File: src/rtl/eb_pkg.sv
package eb_pkg;

  typedef enum logic [1:0] {
    SLIP_NONE   = 2'd0,
    SLIP_REPEAT = 2'd1,
    SLIP_DROP   = 2'd2
  } slip_e;

endpackage

File: src/rtl/eb_store.sv
module eb_store #(
  parameter int DW    = 8,
  parameter int DEPTH = 64,
  localparam int AW   = $clog2(DEPTH)
) (
  input  logic          clk,
  input  logic          rst_n,
  input  logic          we,
  input  logic [AW-1:0] waddr,
  input  logic [DW-1:0] wdata,
  input  logic          re,
  input  logic [AW-1:0] raddr,
  output logic [DW-1:0] rdata
);

  logic [DW-1:0] cells [DEPTH];

  // storage array, no reset
  always_ff @(posedge clk) begin
    if (we) cells[waddr] <= wdata;
  end

  // registered read port; sees the value held before a same-edge write
  always_ff @(posedge clk) begin
    if (!rst_n)  rdata <= '0;
    else if (re) rdata <= cells[raddr];
  end

endmodule

File: src/rtl/eb_wr_ctrl.sv
module eb_wr_ctrl #(
  parameter int AW        = 6,
  parameter int START_GAP = 10
) (
  input  logic          clk,
  input  logic          rst_n,
  input  logic          wr_en,
  output logic [AW-1:0] waddr,
  output logic          primed
);

  localparam logic [AW-1:0] LAST_FILL = AW'(START_GAP - 1);

  always_ff @(posedge clk) begin
    if (!rst_n) begin
      waddr  <= '0;
      primed <= 1'b0;
    end else if (wr_en) begin
      waddr <= waddr + AW'(1);
      if (waddr == LAST_FILL) primed <= 1'b1;
    end
  end

  // bytes are stored in strict arrival order
  a_r3_write_step: assert property (@(posedge clk) disable iff (!rst_n)
    wr_en |=> waddr == $past(waddr) + AW'(1));

  a_r2_primed_sticky: assert property (@(posedge clk) disable iff (!rst_n)
    primed |=> primed);

endmodule

File: src/rtl/eb_rd_ctrl.sv
module eb_rd_ctrl
  import eb_pkg::*;
#(
  parameter int AW       = 6,
  parameter int CHANNELS = 32,
  parameter int LOW_TH   = 2,
  parameter int HIGH_TH  = 42
) (
  input  logic          clk,
  input  logic          rst_n,
  input  logic          rd_en,
  input  logic          primed,
  input  logic [AW-1:0] waddr,
  output logic          rd_fire,
  output logic [AW-1:0] eff_addr,
  output logic          rd_valid,
  output logic          slip_pulse,
  output logic          slip_repeat
);

  localparam int            CH_W   = $clog2(CHANNELS);
  localparam logic [AW-1:0] LOW_L  = AW'(LOW_TH);
  localparam logic [AW-1:0] HIGH_L = AW'(HIGH_TH);
  localparam logic [AW-1:0] FRAME  = AW'(CHANNELS);

  logic [AW-1:0] raddr;
  logic [AW-1:0] gap;
  slip_e         verdict;

  function automatic logic [AW-1:0] ptr_gap(input logic [AW-1:0] w, input logic [AW-1:0] r);
    return w - r;
  endfunction

  function automatic slip_e judge(input logic [AW-1:0] g);
    if (g <= LOW_L)  return SLIP_REPEAT;
    if (g >= HIGH_L) return SLIP_DROP;
    return SLIP_NONE;
  endfunction

  always_comb begin
    rd_fire = rd_en & primed;
    gap     = ptr_gap(waddr, raddr);
    verdict = rd_fire ? judge(gap) : SLIP_NONE;
    unique case (verdict)
      SLIP_REPEAT: eff_addr = raddr - FRAME;
      SLIP_DROP:   eff_addr = raddr + FRAME;
      default:     eff_addr = raddr;
    endcase
  end

  always_ff @(posedge clk) begin
    if (!rst_n) begin
      raddr       <= '0;
      rd_valid    <= 1'b0;
      slip_pulse  <= 1'b0;
      slip_repeat <= 1'b0;
    end else begin
      rd_valid   <= rd_fire;
      slip_pulse <= (verdict != SLIP_NONE);
      if (rd_fire) raddr <= eff_addr + AW'(1);
      if (verdict == SLIP_REPEAT)   slip_repeat <= 1'b1;
      else if (verdict == SLIP_DROP) slip_repeat <= 1'b0;
    end
  end

  // channel index steps by one on every accepted read, slips included
  a_r7_channel_step: assert property (@(posedge clk) disable iff (!rst_n)
    rd_fire |=> raddr[CH_W-1:0] == $past(raddr[CH_W-1:0]) + CH_W'(1));

  // a repeat slip moves the read position back by one frame
  a_r4_repeat_move: assert property (@(posedge clk) disable iff (!rst_n)
    (rd_fire && gap <= LOW_L) |=> (raddr + FRAME - AW'(1)) == $past(raddr));

  // a drop slip moves the read position forward by one frame
  a_r5_drop_move: assert property (@(posedge clk) disable iff (!rst_n)
    (rd_fire && gap >= HIGH_L) |=> (raddr - FRAME - AW'(1)) == $past(raddr));

  // inside the band no slip is flagged
  a_r8_band_quiet: assert property (@(posedge clk) disable iff (!rst_n)
    (rd_fire && gap > LOW_L && gap < HIGH_L) |=> !slip_pulse);

  // slip marker only with delivered data; direction held otherwise
  a_r6_pulse_with_data: assert property (@(posedge clk) disable iff (!rst_n)
    slip_pulse |-> rd_valid);

  a_r6_dir_hold: assert property (@(posedge clk) disable iff (!rst_n)
    !slip_pulse |-> $stable(slip_repeat));

endmodule

File: src/rtl/elastic_slip_buffer.sv
module elastic_slip_buffer
  import eb_pkg::*;
#(
  parameter int DATA_W    = 8,
  parameter int CHANNELS  = 32,
  parameter int FRAMES    = 2,
  parameter int LOW_TH    = 2,
  parameter int HIGH_TH   = 42,
  parameter int START_GAP = 10
) (
  input  logic              clk,
  input  logic              rst_n,
  input  logic              wr_en,
  input  logic [DATA_W-1:0] wr_data,
  input  logic              rd_en,
  output logic [DATA_W-1:0] rd_data,
  output logic              rd_valid,
  output logic              slip_pulse,
  output logic              slip_repeat
);

  localparam int DEPTH = CHANNELS * FRAMES;
  localparam int AW    = $clog2(DEPTH);

  logic [AW-1:0] waddr;
  logic [AW-1:0] eff_addr;
  logic          primed;
  logic          rd_fire;

  eb_wr_ctrl #(.AW(AW), .START_GAP(START_GAP)) u_wr (
    .clk    (clk),
    .rst_n  (rst_n),
    .wr_en  (wr_en),
    .waddr  (waddr),
    .primed (primed)
  );

  eb_rd_ctrl #(.AW(AW), .CHANNELS(CHANNELS), .LOW_TH(LOW_TH), .HIGH_TH(HIGH_TH)) u_rd (
    .clk         (clk),
    .rst_n       (rst_n),
    .rd_en       (rd_en),
    .primed      (primed),
    .waddr       (waddr),
    .rd_fire     (rd_fire),
    .eff_addr    (eff_addr),
    .rd_valid    (rd_valid),
    .slip_pulse  (slip_pulse),
    .slip_repeat (slip_repeat)
  );

  eb_store #(.DW(DATA_W), .DEPTH(DEPTH)) u_mem (
    .clk   (clk),
    .rst_n (rst_n),
    .we    (wr_en),
    .waddr (waddr),
    .wdata (wr_data),
    .re    (rd_fire),
    .raddr (eff_addr),
    .rdata (rd_data)
  );

  // nothing is delivered before the buffer holds its start-up fill
  a_r2_prime_gate: assert property (@(posedge clk) disable iff (!rst_n)
    !primed |=> !rd_valid);

  // a delivered byte always follows an accepted strobe
  a_r3_valid_follows: assert property (@(posedge clk) disable iff (!rst_n)
    rd_valid |-> $past(rd_en));

endmodule

File: config.mk
export PLATFORM = sky130hd
export DESIGN_NAME = elastic_slip_buffer
export DESIGN_NICKNAME = d
export VERILOG_FILES = /design/src/rtl/eb_pkg.sv /design/src/rtl/eb_store.sv /design/src/rtl/eb_wr_ctrl.sv /design/src/rtl/eb_rd_ctrl.sv /design/src/rtl/elastic_slip_buffer.sv
export SDC_FILE = /design/constraint.sdc
export NUM_CORES = 1
export LEC_CHECK = 0
export ABC_AREA = 1
export BUFFER_PORTS_ARGS = -buffer_cell sky130_fd_sc_hd__buf_2
export CAP_MARGIN = 40
export CORE_ASPECT_RATIO = 0.9
export CORE_MARGIN = 2
export CORE_UTILIZATION = 29
export DETAILED_ROUTE_END_ITERATION = 12
export GPL_ROUTABILITY_DRIVEN = 1
export PLACE_DENSITY = 0.52
export RECOVER_POWER = 100
export SYNTH_ARGS = -nofsm -noshare
export SYNTH_HDL_FRONTEND = slang
export SYNTH_SLANG_ARGS = --single-unit
File: constraint.sdc
create_clock -name clk -period 4.4 [get_ports clk]
set_input_delay 0.44 -clock clk [delete_from_list [all_inputs] [get_ports clk]]
set_output_delay 0.44 -clock clk [all_outputs]
set_load 0.02 [all_outputs]
Word level (Yosys, flattened, before mapping)
Memories as Yosys holds them, arrays and structs flattened. A register that Yosys moved wholly into a read port is not among the register bits.
Index checks and enable logic that the tools add are counted.
- register bits after elaboration: 16
- bits in writable memories: 512
- input port bits: 12
- word-level logic and storage cells: 35
- memories: 1
- memories (memory ; words ; width ; rd ports ; clocked after memory_dff ; wr ports ; line ; source):
    u_mem.cells ; 64 ; 8 ; 1 ; 1 ; 1 ; eb_store.sv:16 ; logic [DW-1:0] cells [DEPTH];
- add/sub/neg operators: 5
- $lt $le $gt $ge: 2
- equality and inequality tests: 3
- muxes and demuxes: 13
- bitwise logic cells: 1
- reductions and logical operators: 4
- operators with widths (kind ; count):
    6-bit by 1-bit adder with 6-bit output (second input constant) ; 2
    6-bit case mux with 2 select lines ; 1
    2-bit 2-to-1 mux ; 5
    1-bit 2-to-1 mux ; 7
    6-bit adder (second input constant) ; 1
    6-bit by 4-bit equality test with 1-bit output (second input constant) ; 1
    6-bit >= comparator (second input constant) ; 1
    6-bit by 2-bit less-or-equal comparator with 1-bit output (second input constant) ; 1
    6-bit subtractor ; 1
    6-bit subtractor (second input constant) ; 1
    2-bit nonzero test ; 2
    2-bit by 1-bit equality test with 1-bit output (second input constant) ; 1
    2-bit equality test (second input constant) ; 1
    2-bit AND reduction ; 1
    1-bit AND ; 1
    1-bit logical NOT ; 1

Longest topological paths before layout
Gate-level depths: netlist of the first run.
- depth after elaboration: 10
- gate-level depth with buffers: 19
- depth with buffers taken out: 17

Cells and area by module
Synthesis of the first run repeated with hierarchy kept, for this count alone.
- cells, all modules: 1955
- area, all modules: 22236.3 µm²
- modules (own cells, without submodules) (module ; instances ; cells each ; area each (µm²) ; seq. area each (µm²)):
    eb_store ; 1 ; 1808 ; 21191.6 ; 15534.9
    eb_rd_ctrl ; 1 ; 105 ; 729.4 ; 180.2
    eb_wr_ctrl ; 1 ; 42 ; 315.3 ; 140.1

Least setup slack after synthesis of the first run
No wires, ideal clock.
- path kind: flip-flop to flip-flop
- start point: register u_rd.raddr[1]
- end point: register u_rd.raddr[5]
- setup time: 0.113 ns
- data arrival time: 3.368 ns
- path slack: 0.919 ns
- stages on the path, launching flop included: 18
- cells stage by stage: dfxtp_1 -> buf_2 -> inv_2 -> buf_2 -> buf_2 -> fa_1 -> nand3_1 -> nand2_1 -> xnor2_1 -> nand4_1 -> nor2_1 -> inv_1 -> ha_1 -> xnor2_1 -> clkinv_1 -> xor2_1 -> o21ai_1 -> inv_1
- longest elaborated chain between the ends: 10
- elaborated cells on any way between the ends: 16
- those cells by class: add/sub: 4; order compare: 2; eq/ne: 2; mux: 8
- ends and longest elaborated chain (item ; line ; source):
    from (decl) ; eb_rd_ctrl.sv:26 ; logic [AW-1:0] raddr;
    from (signal assigned) ; eb_rd_ctrl.sv:60 ; if (rd_fire) raddr <= eff_addr + AW'(1);
    6-bit subtractor ; eb_rd_ctrl.sv:31 ; return w - r;
    6-bit >= comparator ; eb_rd_ctrl.sv:36 ; if (g >= HIGH_L) return SLIP_DROP;
    1-bit 2-to-1 mux (2 in series) ; eb_rd_ctrl.sv:36 ;
    2-bit 2-to-1 mux ; eb_rd_ctrl.sv:37 ; return SLIP_NONE;
    2-bit 2-to-1 mux ; eb_rd_ctrl.sv:36 ;
    2-bit 2-to-1 mux ; eb_rd_ctrl.sv:43 ; verdict = rd_fire ? judge(gap) : SLIP_NONE;
    2-bit equality test or 2-bit by 1-bit equality test with 1-bit output (tied branches) ; eb_rd_ctrl.sv:44 ; unique case (verdict)
    6-bit case mux with 2 select lines * ; eb_rd_ctrl.sv:44 ;
    6-bit by 1-bit adder with 6-bit output * ; eb_rd_ctrl.sv:60 ;
Mark *: on every way between the ends. The rest lies on a longest branch, timed or not. The select of a mux whose other input is x is not followed.
A chain may end at the register's enable or synchronous reset.

Worst setup path in the final report of the first run
- start point: register u_wr.waddr[0]
- end point: register u_rd.raddr[5]
- longest elaborated chain between the ends: 10
- elaborated cells on any way between the ends: 14
- those cells by class: add/sub: 2; order compare: 2; eq/ne: 2; mux: 8
- ends and longest elaborated chain (item ; line ; source):
    from (decl) ; eb_wr_ctrl.sv:8 ; output logic [AW-1:0] waddr,
    from (signal assigned) ; eb_wr_ctrl.sv:19 ; waddr <= waddr + AW'(1);
    6-bit subtractor * ; eb_rd_ctrl.sv:31 ;
    6-bit >= comparator ; eb_rd_ctrl.sv:36 ;
    1-bit 2-to-1 mux (2 in series) ; eb_rd_ctrl.sv:36 ;
    2-bit 2-to-1 mux ; eb_rd_ctrl.sv:37 ;
    2-bit 2-to-1 mux * ; eb_rd_ctrl.sv:36 ;
    2-bit 2-to-1 mux * ; eb_rd_ctrl.sv:43 ;
    2-bit equality test or 2-bit by 1-bit equality test with 1-bit output (tied branches) ; eb_rd_ctrl.sv:44 ;
    6-bit case mux with 2 select lines * ; eb_rd_ctrl.sv:44 ;
    6-bit by 1-bit adder with 6-bit output * ; eb_rd_ctrl.sv:60 ;
Marks and branches as above.

==> metrics.txt, run 1 <==
worst endpoint data arrival time 4.59 ns; largest net degree at the start of global routing 221; grt total ovfl 0; # resized after CTS 0; Synth cell types 27; Async SR Flop Fraction 0; fmax 244.9 MHz; worst-case reg-to-reg path depth 16; final net count 2230; # diodes 0; vias per inst 4.648; clk_skew 0.01829 ns; IO Pins 23; GRT Total Usage 0.1479; commonest non-fill, non-tap cell in the layout nand2_1; fin util 0.3311; placer congestion estimate 0.8530; required time worst endpoint 4.91 ns; Peak VDD IR 293.2 uV; critical path's slowest cell xnor2_1; final hold vios 0; Die Width 299.8 microns; cts bufs inserted 54; startpoint types register; PwrDens 402.3 nW/um^2; MaxCap Viol Count 13; top-area cell type share of the netlist area 0.6732; Max Used Layer met5; Post-Synthesis Cells 2199; First DRT Iteration DRCs 1204; Slew Limit Headroom -1.121; CTS root buf clkbuf_16; most frequent cells in the layout nand2_1, edfxtp_1, nor2_1; Core Box Area 77920 sq um; RSZ-0062 raised after global routing no; Post CTS Setup Buffer Count 0; final instance area 25800 sq um; Pwr Total 0.01038 W; Clk Latency, worst-skew pair 0.61 ns; WL met2 26650 microns; slowest stage delay, CP 0.62 ns; wire length on met3 3336 microns; Initial Util 0.2931; yosys warns 0; Crit Path Max Fanout 9; htree depth 2; Fin Setup TNS 0 ns; cts-stage hold buffer count 0; HP Class input pin to register; endpoints failing setup 0; worst hold path depth 3; Area contributors post-synth edfxtp_1, nand2_1, nor2_1; Detailed Routing Iterations Pass 1 8; cells along the critical path clkinv_1 > ha_1 > inv_1 > fa_1 > inv_1 > nor2_1 > nor2_1 > nand4_1 > nor2_1 > inv_1 > ha_1 > xnor2_1 > clkinv_1 > xor2_1 > o21ai_1 > inv_1; PortBufs 22; Post-Syn Nets 2221; layout cells sized above 1 0.05195; Net Sw Frac 0.2028; Post-Route WL 60470 microns; share of power burned in the clock network 0.443; first-pass GRT wire length 91850 microns; CTS tree yes; antenna viol nets, final 0; area growth from synthesis to layout 12.95%; Placement Rows 97; die span in y 270.2 microns; Fillers 7930; CTS Sinks 536; Yosys reg bits 536; share of total power in combinational logic 0.016; total number of vias 15300; clk buf depth 3; initial antenna violation count 7; Metal-1 WL 28590 microns; max-slew violations 461; CP Capture Type register; Reg clk slew, reported paths 0.07 ns; CP most frequent cell inv_1; sequential element share of the synthesized area 0.6942; die area 81020 sq um; Mapped Avg Cell Area 10.39 sq um; Main synth FF type edfxtp_1; Switch Pwr 0.002105 W; Placement Cell Area 24140 sq um; dpl hpwl 36440 microns; Post-synth EDFFs 512; largest area contributor in the netlist edfxtp_1; leakage power 9.714 nW; failing checks max-capacitance violations, max-slew violations; CP Class register to register; post-layout minimum cycle time 4.083 ns; DRC 0; status finished, violations left; vias in the first global route 14810; Cell Area, Synth 22840 sq um; Pint 0.008274 W; Reg power frac 0.541; Wirelength per Cell 18.37 microns; Worst-Margin Slew 3.181 ns; post-route clock period utilization 0.9279
## cells by family after synthesis
| group | synth area share |
|---|---|
| compound gates | 0.03227 |
| simple gates | 0.2095 |
| xor+xnor | 0.002684 |
| flops | 0.6942 |
| fa+ha+maj | 0.005807 |
| buf+inv | 0.05555 |
## layout make-up
| type | instances | area (sq um) | area share |
|---|---|---|---|
| repair buffers | 64 | 375.4 | 0.01455 |
| clock buffers | 74 | 1562 | 0.06053 |
| inverters | 207 | 784.5 | 0.03041 |
| clock inverters | 26 | 200.2 | 0.007761 |
| multi-input cells | 1345 | 5715 | 0.2216 |
| well taps | 1039 | 1300 | 0.05040 |
| flip-flops and latches | 536 | 15860 | 0.6148 |
## registers in the layout (all words and copies together) (netlist names)
register and count:
u_rd.slip_repeat 1, u_rd.raddr 6, u_rd.rd_valid 1, u_mem.cells 512
u_mem.rdata 8, u_wr.primed 1, u_wr.waddr 6, u_rd.slip_pulse 1
## worst paths after layout
kind / start / to / slack [ns]
setup / recovery: u_wr.waddr[0] / u_rd.raddr[5] / 0.32
hold / removal: rst_n / u_rd.raddr[0] / 0.15
setup reg to reg: u_wr.waddr[0] / u_rd.raddr[5] / 0.32
hold reg to reg: u_wr.primed / u_wr.primed / 0.50
## synth_stat cells (6+ instances only)
master,instances
inv_1,197
dfxtp_1,24
clkbuf_1,33
or2_2,8
buf_1,27
ha_1,9
a21oi_1,43
nor3_1,16
edfxtp_1,512
nand3_1,222
buf_2,48
nand2_1,611
o21ai_0,102
clkinv_1,6
nor2_1,314
## layer usage
| layer | global-route usage | vias to the layer above |
|---|---|---|
| met3 | 0.02067 | 94 |
| met1 | 0.2151 | 7496 |
| met2 | 0.2224 | 410 |
| met5 | 0 | - |
| li1 | - | 7296 |
| met4 | 0.05684 | 2 |
## per-stage QoR
stage	std cells	worst slack [ns]	hold WS (ns)
3_3_place_gp	3181	0.5611	0.4554
2_1_floorplan	2199	0.9186	0.4401
5_1_grt	3291	0.03798	0.1341
4_1_cts	3289	0.4137	0.09029
6_report	3291	0.3172	0.1471
3_5_place_dp	3189	0.4389	0.4703
## critical path, delay by kind of cell (launching register included)
family	cells	cell delay [ns]
flip-flops	1	0.49
buffers and inverters	6	1.12
XOR/XNOR	2	0.89
AND/OR/NAND/NOR	4	0.36
adder cells (fa/ha/maj)	3	1.02
AO/OA/AOI/OAI	1	0.12
## power by group through the flow
stage / clock network, W / logic, W / registers (W)
global placement: 0 / 0.000168 / 0.00571
floorplan: 0 / 0.0000475 / 0.00571
finish: 0.00460 / 0.000164 / 0.00561
global route: 0.00488 / 0.000181 / 0.00561
CTS: 0.00469 / 0.000171 / 0.00560
detailed placement: 0 / 0.000172 / 0.00571
Power figures use the tool's default switching activity.
==> run 2: changes to the inputs <==
--- a/config.mk
+++ b/config.mk
@@ -15,6 +15,7 @@
 export GPL_ROUTABILITY_DRIVEN = 1
 export PLACE_DENSITY = 0.52
 export RECOVER_POWER = 100
+export REMOVE_ABC_BUFFERS = 1
 export SYNTH_ARGS = -nofsm -noshare
 export SYNTH_HDL_FRONTEND = slang
 export SYNTH_SLANG_ARGS = --single-unit
==> run 2 against run 1 <==
Net effect: the run still ends with max-capacitance violations, max-slew violations left; combinational power grew 6%; flip-flop and latch count is the same; global-route usage is essentially flat; hold slack lost 0.025 ns; design area is essentially flat; fmax grew 2.2%; sequential power is essentially flat; sequential share of layout area is essentially flat; clock power shrank 2%; core utilization is essentially flat; critical endpoint unchanged; largest power group unchanged.
==> metrics.txt, run 2 (synthesis gave the netlist of run 1 again) <==
first-pass GRT wire length 91280 microns (-0.62%); htree depth 2 (unchanged); Peak VDD IR 302.8 uV (+3.3%); Top delay family on crit path buffers and inverters; Wirelength per Cell 18.56 microns (+1.0%); area growth from synthesis to layout 12.97% (about the same); Post-Route WL 61170 microns (+1.2%); area of the multi-input gates 5715 sq um (unchanged); Regs by FF count u_mem.cells: 512 flops, u_mem.rdata: 8 flops; post-layout minimum cycle time 3.994 ns (-0.08904 ns); Die Width 299.8 microns (unchanged); HP Class input pin to register; cts bufs inserted 55 (+1.9%); PwrDens 398.8 nW/um^2 (-0.87%); Fillers 7914 (-0.20%); Largest Register u_mem.cells; fin util 0.3311 (about the same); die span in y 270.2 microns (unchanged); DRC 0 (unchanged); post-route clock period utilization 0.9077 (-0.02024); cells along the critical path clkinv_1 > ha_1 > inv_1 > fa_1 > inv_1 > nor2_1 > nor2_1 > nand4_1 > nor2_1 > inv_1 > ha_1 > xnor2_1 > clkinv_1 > xor2_1 > o21ai_0 > inv_1; Detailed Routing Iterations Pass 1 5 (-3); failing checks max-capacitance violations, max-slew violations; critical path's slowest cell xnor2_1; antenna viol nets, final 0 (unchanged); First DRT Iteration DRCs 1453 (+21%); worst endpoint data arrival time 4.50 ns (-0.09 ns); # resized after CTS 0 (unchanged); slowest stage delay, CP 0.59 ns (-0.03 ns); status finished, violations left; Post CTS Setup Buffer Count 0 (unchanged); clk buf depth 3 (unchanged); cts-stage hold buffer count 0 (unchanged); Reg clk slew, reported paths 0.07 ns (about the same); CTS tree yes; Placement Rows 97 (unchanged); Pwr Total 0.01029 W (-0.85%); CTS root buf clkbuf_16; fmax 250.4 MHz (+2.2%); MaxCap Viol Count 14 (+1); leakage power 9.694 nW (-0.20%); die area 81020 sq um (unchanged); dpl hpwl 37650 microns (+3.3%); PortBufs 22 (unchanged); Reg area 15860 sq um (about the same); largest net degree at the start of global routing 178 (-19%); CTS Sinks 536 (unchanged); final hold vios 0 (unchanged); Fin Setup TNS 0 ns (unchanged); Initial Util 0.2931 (unchanged); Largest register FFs 512 (unchanged); RSZ-0062 raised after global routing no; vias in the first global route 14520 (-2.0%); total number of vias 15290 (-0.052%); max-slew violations 508 (+10%); GRT Total Usage 0.1483 (+0.0003708); CP Capture Type register; Crit Path Max Fanout 9 (unchanged); required time worst endpoint 4.90 ns (about the same); WP buf/inv 6 (unchanged); CP most frequent cell inv_1; final net count 2235 (+0.22%); grt total ovfl 0 (unchanged); placer congestion estimate 0.8598 (+0.80%); clk_skew 0.02890 ns (+0.01061 ns); Worst-Margin Slew 2.100 ns (-1.082 ns); vias per inst 4.640 (-0.17%); layout cells sized above 1 0.04922 (-0.002730); startpoint types register; Core Box Area 77920 sq um (unchanged); most frequent cells in the layout nand2_1, edfxtp_1, nor2_1; initial antenna violation count 2 (-5); IO Pins 23 (unchanged); CP Class register to register; Clk Latency, worst-skew pair 0.62 ns (about the same); Slew Limit Headroom -0.3997 (+0.7212); commonest non-fill, non-tap cell in the layout nand2_1; endpoints failing setup 0 (unchanged)
==> run 2: cell count changes in the layout (fill, tap and decap cells not counted), moves of 2 or more <==
| cell | change |
|---|---|
| clkinv_2 | -4 |
| buf_16 | +2 |
| clkinv_1 | +3 |
| clkbuf_16 | -2 |
| clkbuf_8 | -5 |
| clkbuf_1 | +5 |
==> run 2: per-layer routing <==
metal,GRT usage,wire [microns]
met1,0.2136,28470
met2,0.2288,27300
met3,0.02574,4002
met4,0.04145,1402
met5,0,0
==> run 2: final cells by class <==
cell class | instances | area share
inverters | 207 | 0.03040
diodes | 1 | 0.00009698
clock inverters | 28 | 0.009504
clock buffers | 71 | 0.05649
repair buffers | 68 | 0.01712
flip-flops and latches | 536 | 0.6145
multi-input cells | 1345 | 0.2215
well taps | 1039 | 0.05038
==> run 2: final timing paths <==
check | startpoint | to | slack [ns] | cells after the start
hold reg to reg | u_wr.primed | u_wr.primed | 0.48 | 2
setup reg to reg | u_wr.waddr[0] | u_rd.raddr[5] | 0.41 | 16
hold / removal | rst_n | u_rd.slip_repeat | 0.12 | 3
setup / recovery | u_wr.waddr[0] | u_rd.raddr[5] | 0.41 | 16
==> run 2: where the power goes <==
part	switching, W	internal (W)	leakage, nW	total (W)
Sequential	0.00000760	0.00561	4.80	0.00561
Clock	0.00195	0.00256	0.826	0.00450
Combinational	0.000153	0.0000216	4.07	0.000174
==> run 2: metrics by stage <==
stage / area, sq um / hold slack (ns) / worst slack [ns] / std cells
after floorplan: 22350 / 0.4401 / -4.951 / 2088
after detailed placement: 24240 / 0.4670 / 0.5103 / 3195
after global placement: 24050 / 0.4591 / 0.6190 / 3183
after CTS: 25940 / 0.08714 / 0.4724 / 3294
after global routing: 25800 / 0.1247 / 0.09217 / 3294
final: 25800 / 0.1221 / 0.4062 / 3295
==> run 2: worst min-delay path: stages <==
cell     delay, ns
buf_2         0.14
o21ai_0       0.08
a21oi_1       0.04
